`config.mk`:
```
export PLATFORM = sky130hd
export DESIGN_NAME = sdram_cycle_engine
export DESIGN_NICKNAME = d
export VERILOG_FILES = /design/src/rtl/sdce_pkg.sv /design/src/rtl/sdce_init_seq.sv /design/src/rtl/sdce_refresh_timer.sv /design/src/rtl/sdce_cycle_seq.sv /design/src/rtl/sdce_pin_decode.sv /design/src/rtl/sdram_cycle_engine.sv
export SDC_FILE = /design/constraint.sdc
export NUM_CORES = 1
export LEC_CHECK = 0
export BUFFER_PORTS_ARGS = -buffer_cell sky130_fd_sc_hd__clkbuf_2
export CELL_PAD_IN_SITES_DETAIL_PLACEMENT = 1
export CELL_PAD_IN_SITES_GLOBAL_PLACEMENT = 1
export CORE_MARGIN = 2
export CORE_UTILIZATION = 43
export CTS_BUF_LIST = sky130_fd_sc_hd__clkbuf_2 sky130_fd_sc_hd__clkbuf_4 sky130_fd_sc_hd__clkbuf_8
export DETAILED_ROUTE_END_ITERATION = 10
export GPL_TIMING_DRIVEN = 1
export PLACE_DENSITY = 0.81
export REMOVE_ABC_BUFFERS = 1
export SLEW_MARGIN = 20
export SYNTH_ARGS = -nofsm -noshare
export SYNTH_HDL_FRONTEND = slang
export SYNTH_SLANG_ARGS = --single-unit
```
`constraint.sdc`:
```
create_clock -name clk -period 2.7 [get_ports clk]
set_input_delay 0.27 -clock clk [delete_from_list [all_inputs] [get_ports clk]]
set_output_delay 0.27 -clock clk [all_outputs]
set_load 0.01 [all_outputs]
```
`src/rtl/sdce_pkg.sv`:
```
package sdce_pkg;

    // Word address layout (bit positions of the byte address)
    localparam int AW         = 25;
    localparam int REGION_BIT = 24;
    localparam int BANK_HI    = 23;
    localparam int BANK_LO    = 22;
    localparam int ROW_HI     = 21;
    localparam int ROW_LO     = 10;
    localparam int COL_HI     = 9;
    localparam int COL_LO     = 2;
    localparam int SD_AW      = ROW_HI - ROW_LO + 1;
    localparam int COL_W      = COL_HI - COL_LO + 1;
    localparam int BA_W       = BANK_HI - BANK_LO + 1;

    typedef enum logic [1:0] {
        CYC_IDLE = 2'b00,
        CYC_CMD  = 2'b01,
        CYC_DATA = 2'b10,
        CYC_REF  = 2'b11
    } cyc_e;

    typedef enum logic [1:0] {
        IC_NOP       = 2'b00,
        IC_PRECHARGE = 2'b01,
        IC_REFRESH   = 2'b10,
        IC_LOADMODE  = 2'b11
    } initcmd_e;

    // {ras_n, cas_n, we_n}
    typedef logic [2:0] strobe_t;
    localparam strobe_t SB_NOP = 3'b111;
    localparam strobe_t SB_ACT = 3'b011;
    localparam strobe_t SB_RD  = 3'b101;
    localparam strobe_t SB_WR  = 3'b100;
    localparam strobe_t SB_BST = 3'b110;
    localparam strobe_t SB_PRE = 3'b010;
    localparam strobe_t SB_REF = 3'b001;
    localparam strobe_t SB_LMR = 3'b000;

    function automatic logic [2:0] burst_code(input int bl);
        case (bl)
            1:       burst_code = 3'd0;
            2:       burst_code = 3'd1;
            4:       burst_code = 3'd2;
            default: burst_code = 3'd3;
        endcase
    endfunction

    function automatic logic [SD_AW-1:0] mode_word(input int cl, input int bl);
        logic [SD_AW-1:0] w;
        w      = '0;
        w[2:0] = burst_code(bl);
        w[3]   = 1'b0;          // sequential ordering
        w[6:4] = 3'(cl);
        mode_word = w;
    endfunction

endpackage

```
`src/rtl/sdce_init_seq.sv`:
```
module sdce_init_seq
    import sdce_pkg::*;
(
    input  logic       clk,
    input  logic       rst_n,
    input  logic       enable,
    input  cyc_e       cyc,
    input  logic [3:0] step,
    output logic       cmd_req,
    output initcmd_e   cmd_code,
    output logic       setup_done
);

    typedef enum logic [2:0] {
        PH_WAIT, PH_PRE, PH_REF1, PH_REF2, PH_LMR, PH_DONE
    } phase_e;

    typedef struct packed {
        logic [1:0] sync;
        phase_e     phase;
        logic       setup;
    } init_t;

    init_t s_q, s_d;
    logic  taken;

    assign taken = (cyc == CYC_CMD) && (step == 4'd0);

    always_comb begin
        s_d      = s_q;
        s_d.sync = {s_q.sync[0], enable};
        case (s_q.phase)
            PH_WAIT: if (s_q.sync[1]) s_d.phase = PH_PRE;
            PH_PRE:  if (taken) s_d.phase = PH_REF1;
            PH_REF1: if (taken) s_d.phase = PH_REF2;
            PH_REF2: if (taken) s_d.phase = PH_LMR;
            PH_LMR:  if (taken) s_d.phase = PH_DONE;
            default: s_d.phase = PH_DONE;
        endcase
        if (s_q.phase == PH_DONE && cyc == CYC_IDLE)
            s_d.setup = 1'b1;
    end

    always_ff @(posedge clk or negedge rst_n) begin
        if (!rst_n) s_q <= '{sync: 2'b00, phase: PH_WAIT, setup: 1'b0};
        else        s_q <= s_d;
    end

    always_comb begin
        cmd_req  = 1'b1;
        cmd_code = IC_NOP;
        case (s_q.phase)
            PH_PRE:  cmd_code = IC_PRECHARGE;
            PH_REF1: cmd_code = IC_REFRESH;
            PH_REF2: cmd_code = IC_REFRESH;
            PH_LMR:  cmd_code = IC_LOADMODE;
            default: cmd_req  = 1'b0;
        endcase
    end

    assign setup_done = s_q.setup;

endmodule

```
`src/rtl/sdce_refresh_timer.sv`:
```
module sdce_refresh_timer
    import sdce_pkg::*;
#(
    parameter int INTERVAL = 3900,
    parameter int CNT_W    = 12
) (
    input  logic       clk,
    input  logic       rst_n,
    input  logic       setup_done,
    input  cyc_e       cyc,
    input  logic [3:0] step,
    output logic       ref_req
);

    localparam logic [CNT_W-1:0] LIMIT = CNT_W'(INTERVAL - 1);

    typedef struct packed {
        logic [CNT_W-1:0] cnt;
        logic             req;
    } tmr_t;

    tmr_t t_q, t_d;
    logic started;

    assign started = (cyc == CYC_REF) && (step == 4'd0);

    always_comb begin
        t_d = t_q;
        if (!setup_done || started) begin
            t_d.cnt = '0;
            t_d.req = 1'b0;
        end else if (!t_q.req) begin
            if (t_q.cnt == LIMIT) t_d.req = 1'b1;
            else                  t_d.cnt = t_q.cnt + 1'b1;
        end
    end

    always_ff @(posedge clk or negedge rst_n) begin
        if (!rst_n) t_q <= '0;
        else        t_q <= t_d;
    end

    assign ref_req = t_q.req;

endmodule

```
`src/rtl/sdce_cycle_seq.sv`:
```
module sdce_cycle_seq
    import sdce_pkg::*;
#(
    parameter int CAS_LAT    = 2,
    parameter int BURST_LEN  = 4,
    parameter int CMD_CYCLES = 8,
    parameter int REF_CYCLES = 8
) (
    input  logic                clk,
    input  logic                rst_n,
    input  logic                ref_req,
    input  logic                cmd_req,
    input  logic                setup_done,
    input  logic                sel_n,
    input  logic                wr_n,
    input  logic                term_n,
    input  logic [AW-1:COL_LO]  addr,
    output cyc_e                cyc,
    output logic [3:0]          step,
    output logic [AW-1:COL_LO]  addr_q,
    output logic                wr_q,
    output logic                term_hit
);

    localparam int DATA_LAST_I = CAS_LAT + BURST_LEN + 3;
    localparam logic [3:0] DATA_LAST = 4'(DATA_LAST_I);
    localparam logic [3:0] CMD_LAST  = 4'(CMD_CYCLES - 1);
    localparam logic [3:0] REF_LAST  = 4'(REF_CYCLES - 1);
    localparam logic [3:0] WR_ACK_END = 4'(2 + BURST_LEN - 1);
    localparam logic [3:0] RD_ACK_END = 4'(1 + CAS_LAT + BURST_LEN);

    typedef struct packed {
        cyc_e                cyc;
        logic [3:0]          step;
        logic [AW-1:COL_LO]  addr;
        logic                wr;
    } seq_t;

    seq_t q, d;
    logic [3:0] ack_end;

    assign ack_end  = q.wr ? WR_ACK_END : RD_ACK_END;
    assign term_hit = (q.cyc == CYC_DATA) && (q.step >= 4'd3) &&
                      (q.step <= ack_end) && !term_n;

    always_comb begin
        d = q;
        case (q.cyc)
            CYC_IDLE: begin
                d.step = '0;
                if (ref_req)                    d.cyc = CYC_REF;
                else if (cmd_req)               d.cyc = CYC_CMD;
                else if (setup_done && !sel_n) begin
                    d.cyc  = CYC_DATA;
                    d.addr = addr;
                    d.wr   = !wr_n;
                end
            end
            CYC_CMD: begin
                if (q.step == CMD_LAST) begin
                    d.cyc  = CYC_IDLE;
                    d.step = '0;
                end else d.step = q.step + 1'b1;
            end
            CYC_REF: begin
                if (q.step == REF_LAST) begin
                    d.cyc  = CYC_IDLE;
                    d.step = '0;
                end else d.step = q.step + 1'b1;
            end
            default: begin
                if (term_hit)                d.step = DATA_LAST;
                else if (q.step == DATA_LAST) begin
                    d.cyc  = CYC_IDLE;
                    d.step = '0;
                end else d.step = q.step + 1'b1;
            end
        endcase
    end

    always_ff @(posedge clk or negedge rst_n) begin
        if (!rst_n) q <= '{cyc: CYC_IDLE, step: '0, addr: '0, wr: 1'b0};
        else        q <= d;
    end

    assign cyc    = q.cyc;
    assign step   = q.step;
    assign addr_q = q.addr;
    assign wr_q   = q.wr;

endmodule

```
`src/rtl/sdce_pin_decode.sv`:
```
module sdce_pin_decode
    import sdce_pkg::*;
#(
    parameter int CAS_LAT   = 2,
    parameter int BURST_LEN = 4,
    parameter int LANES     = 4
) (
    input  cyc_e                cyc,
    input  logic [3:0]          step,
    input  logic [AW-1:COL_LO]  addr_q,
    input  logic                wr_q,
    input  logic                term_hit,
    input  initcmd_e            cmd_code,
    input  logic [LANES-1:0]    byte_en,
    output logic [BA_W-1:0]     ba,
    output logic                cs0_n,
    output logic                cs1_n,
    output logic                ras_n,
    output logic                cas_n,
    output logic                we_n,
    output logic [SD_AW-1:0]    a,
    output logic [LANES-1:0]    dqm,
    output logic                ack_n
);

    localparam logic [SD_AW-1:0] MODE = mode_word(CAS_LAT, BURST_LEN);
    localparam logic [3:0] WR_ACK_BEG = 4'd2;
    localparam logic [3:0] RD_ACK_BEG = 4'(2 + CAS_LAT);
    localparam logic [3:0] WR_ACK_END = 4'(2 + BURST_LEN - 1);
    localparam logic [3:0] RD_ACK_END = 4'(1 + CAS_LAT + BURST_LEN);

    strobe_t    sb;
    logic [3:0] beg_s, end_s;

    assign beg_s = wr_q ? WR_ACK_BEG : RD_ACK_BEG;
    assign end_s = wr_q ? WR_ACK_END : RD_ACK_END;
    assign {ras_n, cas_n, we_n} = sb;

    always_comb begin
        cs0_n = 1'b1;
        cs1_n = 1'b1;
        sb    = SB_NOP;
        ba    = '0;
        a     = '0;
        dqm   = '1;
        ack_n = 1'b1;
        case (cyc)
            CYC_CMD: begin
                if (step == 4'd0) begin
                    cs0_n = 1'b0;
                    cs1_n = 1'b0;
                    case (cmd_code)
                        IC_PRECHARGE: begin sb = SB_PRE; a[10] = 1'b1; end
                        IC_REFRESH:   sb = SB_REF;
                        IC_LOADMODE:  begin sb = SB_LMR; a = MODE; end
                        default:      sb = SB_NOP;
                    endcase
                end
            end
            CYC_REF: begin
                if (step == 4'd0) begin
                    cs0_n = 1'b0;
                    cs1_n = 1'b0;
                    sb    = SB_REF;
                end
            end
            CYC_DATA: begin
                cs0_n = addr_q[REGION_BIT];
                cs1_n = !addr_q[REGION_BIT];
                ba    = addr_q[BANK_HI:BANK_LO];
                if (step == 4'd0) begin
                    sb = SB_ACT;
                    a  = addr_q[ROW_HI:ROW_LO];
                end else if (step == 4'd2) begin
                    sb          = wr_q ? SB_WR : SB_RD;
                    a[COL_W-1:0] = addr_q[COL_HI:COL_LO];
                    a[10]       = 1'b1;
                end else if (term_hit) begin
                    sb = SB_BST;
                end
                if (step >= 4'd2) dqm = ~byte_en;
                if (!term_hit && step >= beg_s && step <= end_s) ack_n = 1'b0;
            end
            default: ;
        endcase
    end

endmodule

```
`src/rtl/sdram_cycle_engine.sv`:
```
module sdram_cycle_engine
    import sdce_pkg::*;
#(
    parameter int CAS_LAT          = 2,
    parameter int BURST_LEN        = 4,
    parameter int LANES            = 4,
    parameter int REFRESH_INTERVAL = 3900,
    parameter int REFRESH_CNT_W    = 12,
    parameter int CMD_CYCLES       = 8,
    parameter int REF_CYCLES       = 8
) (
    input  logic                clk,
    input  logic                rst_n,
    input  logic                init_enable,
    input  logic                cpu_sel_n,
    input  logic                cpu_wr_n,
    input  logic                cpu_term_n,
    input  logic [AW-1:COL_LO]  cpu_addr,
    input  logic [LANES-1:0]    cpu_byte_en,
    output logic                sd_cke,
    output logic [BA_W-1:0]     sd_ba,
    output logic                sd_cs0_n,
    output logic                sd_cs1_n,
    output logic                sd_ras_n,
    output logic                sd_cas_n,
    output logic                sd_we_n,
    output logic [SD_AW-1:0]    sd_addr,
    output logic [LANES-1:0]    sd_dqm,
    output logic                cpu_ack_n,
    output logic                setup_done
);

    cyc_e               cyc;
    logic [3:0]         step;
    logic [AW-1:COL_LO] addr_q;
    logic               wr_q, term_hit, cmd_req, ref_req;
    initcmd_e           cmd_code;

    assign sd_cke = 1'b1;

    sdce_init_seq u_init (
        .clk        (clk),
        .rst_n      (rst_n),
        .enable     (init_enable),
        .cyc        (cyc),
        .step       (step),
        .cmd_req    (cmd_req),
        .cmd_code   (cmd_code),
        .setup_done (setup_done)
    );

    sdce_refresh_timer #(
        .INTERVAL (REFRESH_INTERVAL),
        .CNT_W    (REFRESH_CNT_W)
    ) u_rtmr (
        .clk        (clk),
        .rst_n      (rst_n),
        .setup_done (setup_done),
        .cyc        (cyc),
        .step       (step),
        .ref_req    (ref_req)
    );

    sdce_cycle_seq #(
        .CAS_LAT    (CAS_LAT),
        .BURST_LEN  (BURST_LEN),
        .CMD_CYCLES (CMD_CYCLES),
        .REF_CYCLES (REF_CYCLES)
    ) u_seq (
        .clk        (clk),
        .rst_n      (rst_n),
        .ref_req    (ref_req),
        .cmd_req    (cmd_req),
        .setup_done (setup_done),
        .sel_n      (cpu_sel_n),
        .wr_n       (cpu_wr_n),
        .term_n     (cpu_term_n),
        .addr       (cpu_addr),
        .cyc        (cyc),
        .step       (step),
        .addr_q     (addr_q),
        .wr_q       (wr_q),
        .term_hit   (term_hit)
    );

    sdce_pin_decode #(
        .CAS_LAT   (CAS_LAT),
        .BURST_LEN (BURST_LEN),
        .LANES     (LANES)
    ) u_dec (
        .cyc      (cyc),
        .step     (step),
        .addr_q   (addr_q),
        .wr_q     (wr_q),
        .term_hit (term_hit),
        .cmd_code (cmd_code),
        .byte_en  (cpu_byte_en),
        .ba       (sd_ba),
        .cs0_n    (sd_cs0_n),
        .cs1_n    (sd_cs1_n),
        .ras_n    (sd_ras_n),
        .cas_n    (sd_cas_n),
        .we_n     (sd_we_n),
        .a        (sd_addr),
        .dqm      (sd_dqm),
        .ack_n    (cpu_ack_n)
    );

endmodule

```
After elaboration in Yosys (flattened, before gate mapping)
Cells that the tools add are included.

Reduce and logical (&&, ||, !) cells: 27. Multiplexer cells: 50. $lt $le $gt $ge: 4. Bitwise logic cells: 3. Equal/unequal tests: 25. $add $sub $neg: 2.

Operator list (number): $mux W3 (10); $mux W13 (2); $pmux W12 S2 (1); $mux W4 (5); $mux W2 (9); $pmux W3 S3 (2); $mux W8 (2); $pmux W3 S5 (1); $ne A2 B1 Y1 const B (7); $add A12 B1 Y12 const B (1); $eq A12 B12 Y1 const B (1); $mux W12 (1); $pmux W6 S2 (1); $mux W1 (11); $mux W11 (1); $logic_and A1 B1 Y1 (9); $eq A2 B2 Y1 const B (4); $ge A4 B2 Y1 const B (2); $reduce_and A4 Y1 (2); $eq A3 B2 Y1 const B (2); $eq A3 B3 Y1 const B (2); $logic_not A1 Y1 (6); $mux W6 (1); $pmux W2 S3 (1); other kinds (23) (27).

Input bits: 33. Output and inout bits: 26. Logic and storage cells: 120. Flip-flop bits (word level): 49.

Logic depth before layout (Yosys ltp)
Gate-level depths: netlist of run 1.

Depth in word-level cells: 9. Depth in mapped cells: 7. Depth with buffers taken out: 6.

By module
From an unflattened synthesis of run 1, not the netlist that was laid out.

Cells, all modules: 260. Area total of the unflattened synthesis: 2742.6 sq um.

Modules (own cells, without submodules): sdce_cycle_seq (instances 1, cells each 89, sequential area each 750.7 sq um, area an instance 1251.2 sq um); sdce_refresh_timer (instances 1, cells each 67, sequential area each 325.3 sq um, area an instance 654.4 sq um); sdce_pin_decode (instances 1, cells each 74, sequential area each 0.0 sq um, area an instance 504.2 sq um); sdce_init_seq (instances 1, cells each 28, sequential area each 150.1 sq um, area an instance 321.6 sq um); sdram_cycle_engine (instances 1, cells each 2, sequential area each 0.0 sq um, area an instance 11.3 sq um).

Least setup slack after synthesis of run 1
No wires, ideal clock.

Path type: reg-to-reg. Start point: register u_init.s_q[1] in the netlist's numbering. End point: register u_seq.q (netlist bit u_seq.addr_q[10]). Stages on the path, launching flop included: 7. Setup slack: 0.606 ns. Clock period less this slack: 2.094 ns. Required time: 2.575 ns. Setup time: 0.125 ns. Path buffers: 2. Arrival time: 1.969 ns. Path through: dfrtp_1 > buf_6 > or3_4 > and2_4 > nor4b_4 > buf_6 > mux2_2.

Longest elaborated chain between the ends: 5. Elaborated cells on any way between the ends: 8. Classes of those cells: 4 x eq/ne; 1 x mux; 1 x bitwise; 2 x reduce/logical.

RTL lines: from (decl) (RTL line sdce_init_seq.sv:24) `init_t s_q, s_d;`; from (signal assigned) (RTL line sdce_init_seq.sv:45) `if (!rst_n) s_q <= '{sync: 2'b00, phase: PH_WAIT, setup: 1'b0};`; $eq A3 B1 Y1 (tied with other cells) (RTL line sdce_init_seq.sv:52) `case (s_q.phase)`; $reduce_or A4 Y1 (no source line) *; $mux W1 * (RTL line sdce_init_seq.sv:52); $not A1 Y1 (no source line) *; $reduce_and A4 Y1 (no source line) *; to (signal assigned) (RTL line sdce_cycle_seq.sv:82) `if (!rst_n) q <= '{cyc: CYC_IDLE, step: '0, addr: '0, wr: 1'b0};`; to (decl) (RTL line sdce_cycle_seq.sv:39) `seq_t q, d;`.

Every way passes the cells marked *; elsewhere a longest branch is shown, timed or not. A chain may end at the register's enable or synchronous reset.

Worst setup path in the final report of run 1
Start point: register u_seq.q (netlist bit u_seq.step[1]). End point: output port sd_cas_n.

Longest elaborated chain between the ends: 4. Elaborated cells on any way between the ends: 7. Classes of those cells: 1 x eq/ne; 5 x mux; 1 x reduce/logical.

RTL lines: $eq A4 B2 Y1 (RTL line sdce_pin_decode.sv:74) `end else if (step == 4'd2) begin`; $mux W3 (RTL line sdce_pin_decode.sv:74); $mux W3 (RTL line sdce_pin_decode.sv:71) `if (step == 4'd0) begin`; $pmux W3 S3 * (RTL line sdce_pin_decode.sv:47) `case (cyc)`; to (decl) (RTL line sdram_cycle_engine.sv:25) `output logic sd_cas_n,`.

Marks and branches as above.

==> results.txt, run 1 <==
Relative to the synthesized area, the layout overhead comes to 16.4%. After the last flow step, the layout net total stands at 370. The vertical die dimension is around 84 um.

The worst setup path is launched from a register. The share of the Yosys chip area taken by registers is 44.7%. The most common library cell in the layout ignoring fill and taps is sky130_fd_sc_hd__clkbuf_2. The first detailed-routing pass took 3 iterations. The clock edge transition at the registers on the reported setup and hold paths came out at 0.09 ns. STA puts the critical path data required time at 2.43 ns.

The number of warnings printed during yosys synthesis is 0. The first global-routing pass estimated 11400 um of wire. Once the floorplan was initialized, standard cells occupied 43.9% of the core. The quantity of gates resized following cts is 0. Counting every instance in the synthesized netlist gives 265. The minimum clock period is 2.53 ns. The global-route total usage across every layer came out at 20.3%. Dividing the detail-routed wire length by the instance count gives 16.6 um.

The clock root buffer master is sky130_fd_sc_hd__clkbuf_8. The register bit count reported by yosys came out at 49. The global placement routability congestion is roughly 0.77.

STA classifies the critical path endpoint as an output pin. Summed over all nets, wire length on met3 after detailed routing comes to around 200 um. The number of antenna diodes in the final layout is 0. The cell area reported after detailed placement is 3090 um^2.

The total number of clock tree sinks is 49. The width of the die came out at 83.9 um. The worst hold path depth is 1. The share of async-settable or async-resettable flops after synthesis came out at 100%.

The total congestion overflow after global routing is 0. For the pin with the worst max-slew slack, the measured transition is 0.515 ns. The area of the die is 7030 um^2. The via count of the first global-routing pass is 2415.

The worst slew margin relative to its limit is between 60 and 70%. For this block, the via count after detailed routing is around 2200. Entering global routing, the biggest net connects 31 pins. The initial antenna violation count came out at 0. TritonCTS built the clock tree. Measured on the finished design, the core utilization comes to 51.2%. The number of buffers inserted by port buffering came out at 57. Setup repair after global routing left no endpoint under its margin.

Summed over all cells, the static leakage comes to 1.45 nW. The floorplan row count came out at 29. The count of nets left with antenna violations once routing finished came out at 0.

For this run, the leading register cell type out of synthesis is sky130_fd_sc_hd__dfrtp_1. The maximum clock frequency came out at 395 MHz. The length in cells of the worst reg-to-reg path is 5. The deepest level of the CTS H-tree came out at 2. The post-CTS setup repair buffer count came out at 0. In this run the cell area of the synthesized design comes to roughly 2700 um^2.

For this block, the routed nets add up to 6650 um of wire. In the finished design, the share of the clock period the worst path needs comes to a little over nine tenths. The worst IR drop on VDD is slightly above 500 uV. The count of pins over their slew limit is 0. In the layout the commonest cells are sky130_fd_sc_hd__clkbuf_2, sky130_fd_sc_hd__dfrtp_1, sky130_fd_sc_hd__nor2_1. The count of max-cap constraint violations is 0. The setup-violating endpoint count in the final report came out at 0. The setup path with the least slack is of type register to output pin. The number of enable flip-flop cells after synthesis is 0. After floorplanning, the core was sized to cover 6240 um^2. The biggest fanout along the worst timing path came out at 6. The worst min-delay path class is input pin to register. The area of all placed cells without fillers is roughly 3200 um^2. In this run the top signal layer used is met4. The remaining design rule violation count came out at 0. The post-detailed-placement half-perimeter wirelength is 5110 um. The ratio of routed vias to standard cells came out at between 5 and 6. The later-pin clock latency in the skew report came out at 0.31 ns. The final worst clock skew came out at 0.0142 ns. Buffers inserted to repair hold after CTS numbered 1. Dividing total power by cell area gives a power density of slightly below 1000 nW/um^2.

The sum of negative setup slack came out at 0 ns. The run finished with clean final reports. The number of buffers created by CTS is 5. The maximum number of buffers from clock root to sink is 2. In the final routing, the length of wire on met1 measures 2920 um. After synthesis, the netlist uses 54 different library cells. The synthesized area per cell is just over 10 um^2.

The boundary pin count came out at 59. The wire length on met2 came out at 3400 um. The fraction of final layout cells sized beyond drive strength 1 is a little under a third. Data on the critical path arrives at its endpoint at 2.26 ns. After the first detailed-routing iteration, the DRC count stood at 65. The hold violation total from the final report is 0.
-- final cells by class --
cell class | count | area (um^2)
fill | 751 | 3050
inverter | 14 | 52.6
multi-input combinational | 191 | 1400
clock inverter | 2 | 15.0
clock buffer | 6 | 76.3
timing repair buffer | 62 | 325
tap | 77 | 96.3
sequential | 49 | 1230
-- per-stage QoR --
stage               setup WS (ns)  instances  total power, mW  hold WS (ns)
floorplan                   0.225        254             2.24       -0.0256
global placement            0.546        392             2.62         0.266
CTS                         0.154        401             3.18        0.0510
detailed placement          0.503        392             2.72         0.274
global route               0.0536        401             3.40        0.0528
finish                      0.171        401             3.14        0.0616
-- flip-flops by register name, summed over array words and instances (netlist names) --
signal / count
u_rtmr.t_q: 12
u_init.s_q: 4
u_seq.addr_q: 23
u_rtmr.ref_req: 1
u_seq.cyc: 2
u_init.s_d: 1
u_seq.step: 4
u_init.setup_done: 1
u_seq.wr_q: 1
-- final timing paths --
| path | startpoint | to | slack (ns) |
|---|---|---|---|
| max in group asynchronous | rst_n | u_rtmr.t_q[2]$_DFFE_PN0P_ | 1.44 |
| hold reg to reg | u_init.s_d[5]$_DFF_PN0_ | u_init.s_q[5]$_DFF_PN0_ | 0.38 |
| min in group asynchronous | rst_n | u_seq.wr_q$_DFFE_PN0P_ | 0.45 |
| hold / removal | init_enable | u_init.s_d[5]$_DFF_PN0_ | 0.06 |
| setup reg to reg | u_init.s_q[1]$_DFFE_PN0P_ | u_seq.addr_q[11]$_DFFE_PN0P_ | 0.49 |
| setup / recovery | u_seq.step[1]$_DFF_PN0_ | sd_cas_n | 0.17 |
-- critical path, stage by stage, from the launching register on --
cell and delay (ns):
sky130_fd_sc_hd__dfrtp_1 0.45, sky130_fd_sc_hd__inv_1 0.13, sky130_fd_sc_hd__ha_1 0.21, sky130_fd_sc_hd__or3b_2 0.49, sky130_fd_sc_hd__a21oi_1 0.17, sky130_fd_sc_hd__o21bai_1 0.12, sky130_fd_sc_hd__a211o_1 0.24, sky130_fd_sc_hd__clkbuf_2 0.14
-- synth_stat cells, types with 3 or more instances --
master	count	area, um^2
sky130_fd_sc_hd__a21oi_1	5	25.0
sky130_fd_sc_hd__a22oi_1	9	67.6
sky130_fd_sc_hd__and2_1	4	25.0
sky130_fd_sc_hd__and3_1	4	25.0
sky130_fd_sc_hd__buf_6	3	33.8
sky130_fd_sc_hd__clkbuf_1	6	22.5
sky130_fd_sc_hd__dfrtp_1	49	1230
sky130_fd_sc_hd__ha_1	14	175
sky130_fd_sc_hd__inv_1	14	52.6
sky130_fd_sc_hd__mux2_2	22	248
sky130_fd_sc_hd__mux2i_1	3	30.0
sky130_fd_sc_hd__nand2_1	17	63.8
sky130_fd_sc_hd__nand2b_1	3	18.8
sky130_fd_sc_hd__nand3_1	6	30.0
sky130_fd_sc_hd__nand3b_1	3	22.5
sky130_fd_sc_hd__nor2_1	31	116
sky130_fd_sc_hd__nor2b_1	3	18.8
sky130_fd_sc_hd__nor4_1	4	25.0
sky130_fd_sc_hd__o21ai_0	9	45.0
sky130_fd_sc_hd__o2bb2ai_1	4	35.0
sky130_fd_sc_hd__xnor2_1	12	105
-- where the power goes --
| group | internal, mW | switching (mW) |
|---|---|---|
| clock network | 0.193 | 0.254 |
| registers | 1.01 | 0.240 |
| logic | 0.696 | 0.750 |
| total | 1.90 | 1.24 |
-- kinds of logic after synthesis --
logic type      Yosys count  share of synthesized area (%)
compound gates           44                           11.3
xor+xnor                 13                           4.15
fa+ha+maj                14                           6.39
buf+inv                  25                           4.42
flops                    49                           44.7
mux                      26                           10.5
other cells               1                          0.137
simple gates             93                           18.3
-- per-layer routing --
layer / vias up / global-route usage (%)
li1: 1038 / -
met1: 1069 / 24.7
met2: 37 / 36.1
met3: 12 / 3.56
met4: 0 / 7.04
met5: - / 0
Power figures use the tool's default switching activity.
==> inputs of run 2 (changes only) <==
--- a/config.mk
+++ b/config.mk
@@ -5,15 +5,15 @@
 export SDC_FILE = /design/constraint.sdc
 export NUM_CORES = 1
 export LEC_CHECK = 0
-export BUFFER_PORTS_ARGS = -buffer_cell sky130_fd_sc_hd__clkbuf_2
 export CELL_PAD_IN_SITES_DETAIL_PLACEMENT = 1
 export CELL_PAD_IN_SITES_GLOBAL_PLACEMENT = 1
 export CORE_MARGIN = 2
-export CORE_UTILIZATION = 43
+export CORE_UTILIZATION = 51
 export CTS_BUF_LIST = sky130_fd_sc_hd__clkbuf_2 sky130_fd_sc_hd__clkbuf_4 sky130_fd_sc_hd__clkbuf_8
 export DETAILED_ROUTE_END_ITERATION = 10
+export DONT_BUFFER_PORTS = 1
 export GPL_TIMING_DRIVEN = 1
-export PLACE_DENSITY = 0.81
+export PLACE_DENSITY = 0.82
 export REMOVE_ABC_BUFFERS = 1
 export SLEW_MARGIN = 20
 export SYNTH_ARGS = -nofsm -noshare
==> run 2 against run 1 <==
- core utilization up 6.3 points
- hold slack lost 0.0089 ns
- cell count down 16%
- sequential share of layout area up 3.1 points
- register-to-register slack better by 0.02 ns
- critical path type unchanged
- critical endpoint unchanged
==> results.txt, run 2 (same netlist as run 1, synthesis figures left out) <==
The count of nets left with antenna violations once routing finished came out at 0. CTS placed an instance of sky130_fd_sc_hd__clkbuf_8 at the clock tree root. The core region is approximately 5000 um^2. Of all nets on the critical path, the largest fanout is 6. Setup repair after global routing left no endpoint under its margin.

The count of pins over their slew limit was 0. The power density relative to cell area came out at 1050 nW/um^2. The fraction of final layout cells sized beyond drive strength 1 is 16.0%.

The number of buffers inserted by port buffering is 0. The sum of negative setup slack came out at 0 ns. Measured on the finished design, the core utilization comes to 57.4%. The minimum clock period came out at 2.44 ns. The critical setup path kind is register to output pin. The worst slew margin relative to its limit is 66.5%. The endpoint class of the critical path is an output pin. At the later pin of the worst-skew pair, clock insertion delay measures 0.30 ns. The synthesis-to-layout area growth came out at 7.66%.

The initial core utilization came out at 53.4%. The final critical-path share of the clock period is 90.4%. The critical path buffer and inverter count came out at 1. The total congestion overflow after global routing is 0. The routed design has 5790 um of wire. The global-route total usage across every layer is approximately a fifth.

The most common library cell in the layout ignoring fill and taps is sky130_fd_sc_hd__dfrtp_1. The hold violation total from the final report is 0. The first-pass detailed-route iteration total came out at 4. The top cell types in the final layout, fill and taps aside, are sky130_fd_sc_hd__dfrtp_1, sky130_fd_sc_hd__nor2_1, sky130_fd_sc_hd__mux2_2.

The pre-CTS setup slack is 0.529 ns. The register-to-register setup slack came out at between 0.5 and 0.6 ns. The count of max-cap constraint violations is 0. The pin count of the biggest net entering global routing is 50.

The wire length of the first global-routing pass is 9720 um. The run finished with clean final reports. The post-CTS setup repair buffer count is 0.

The kind of cell with the highest combined delay along the critical path is compound AO/OA/AOI/OAI gates. After detailed routing, the average wire length per cell comes to between 15 and 20 um. Summing all placed instances gives a cell area of ~2800 um^2.

The worst min-delay path class is input pin to register. The flip-flop count of the largest register after layout came out at 23. The floorplan step set the die height to 77.3 um.

The global placement routability congestion is 0.809. The boundary pin count came out at ~60. The worst IR drop on VDD came out at 734 uV. The clock tree from TritonCTS is yes. The initial detailed-routing violation count is 54. The category of the worst setup path launch point is a register. The total number of clock tree sinks is 49. The clock edge transition at the registers on the reported setup and hold paths came out at 0.09 ns. The final worst clock skew is 0.0101 ns.

The filler cell count came out at 595. The via count of the first global-routing pass came to between 2000 and 2500. The floorplan step defined a die boundary enclosing 5980 um^2. Setup violations remaining at the end of the flow were counted as 0. The floorplan row count is 26. The number of buffers created by CTS came out at 5. The largest individual stage delay along the critical path comes from the cell sky130_fd_sc_hd__or3b_2.

The H-tree was split into 2 levels. The layout net count came out at 314. The maximum number of buffers from clock root to sink is 2. Once detailed placement completed, the half-perimeter wirelength came to roughly 4300 um. The width of the die came out at 77.3 um.

The slew of the pin with the lowest slew margin is 0.496 ns. The count of antenna diodes in the layout came out at 0. The required arrival time at the worst endpoint is 2.43 ns. The initial antenna violation count came to 0. The worst stage delay on the critical path is 0.50 ns.

After routing the design area is just under 3000 um^2. The maximum clock frequency is 410 MHz. The smallest setup slack after layout is 0.260 ns. The static leakage is ~1.2 nW. The total via count in the routed design is 1944. The critical path goes through inv_1 -> ha_1 -> or3b_2 -> a21oi_1 -> o21bai_1 -> a211o_1.

The critical path data arrival time came out at 2.17 ns. The remaining design rule violation count is 0. Using the TritonRoute via totals, the vias-per-cell ratio works out to 5.75.
==> run 2: routing by layer <==
layer	routed length [um]	part of all wire, %	up-vias	global-route usage (%)
li1	-	-	926	-
met1	2570	44	960	25.3
met2	2900	50	48	36.2
met3	238	4.1	10	4.77
met4	82	1.4	0	5.18
met5	0	0	-	0
==> run 2: final timing paths <==
check,start,endpoint,cells past startpoint
min in group asynchronous,rst_n,u_seq.addr_q[2]$_DFFE_PN0P_,2
max reg2reg,u_init.s_q[1]$_DFFE_PN0P_,u_seq.addr_q[12]$_DFFE_PN0P_,5
min,cpu_wr_n,u_seq.wr_q$_DFFE_PN0P_,1
min reg2reg,u_init.s_d[5]$_DFF_PN0_,u_init.s_q[5]$_DFF_PN0_,0
max in group asynchronous,rst_n,u_rtmr.t_q[2]$_DFFE_PN0P_,2
max,u_seq.step[1]$_DFF_PN0_,sd_cas_n,6
==> run 2: area by class of cell <==
cell class / count / area (um^2) / share of cell area, %
clock buffer: 6 / 76.3 / 2.58
clock inverter: 2 / 38.8 / 1.31
inverter: 14 / 52.6 / 1.78
multi-input combinational: 191 / 1400 / 47.5
sequential: 49 / 1230 / 41.5
tap: 70 / 87.6 / 2.97
timing repair buffer: 6 / 70.1 / 2.37
==> run 2: power breakdown <==
part           internal, mW  leakage (nW)  switching [mW]  total (mW)
clock                 0.288        0.0588           0.238       0.527
sequential             1.01         0.603           0.243        1.25
combinational         0.628         0.575           0.710        1.34
==> run 2: timing repair <==
item | CTS | global route
hold endpoints to repair | 50 | 0
resized for setup | 0 | 0
hold buffers | 3 | 0
setup endpoints to repair | 0 | 0
==> run 2: metrics by stage <==
| stage | power, mW | instances | hold WS [ns] |
|---|---|---|---|
| floorplan | 2.24 | 254 | -0.0256 |
| global placement | 2.49 | 327 | -0.0248 |
| detailed placement | 2.58 | 327 | -0.0250 |
| CTS | 3.14 | 338 | 0.0429 |
| global route | 3.35 | 338 | 0.0380 |
| finish | 3.11 | 338 | 0.0527 |
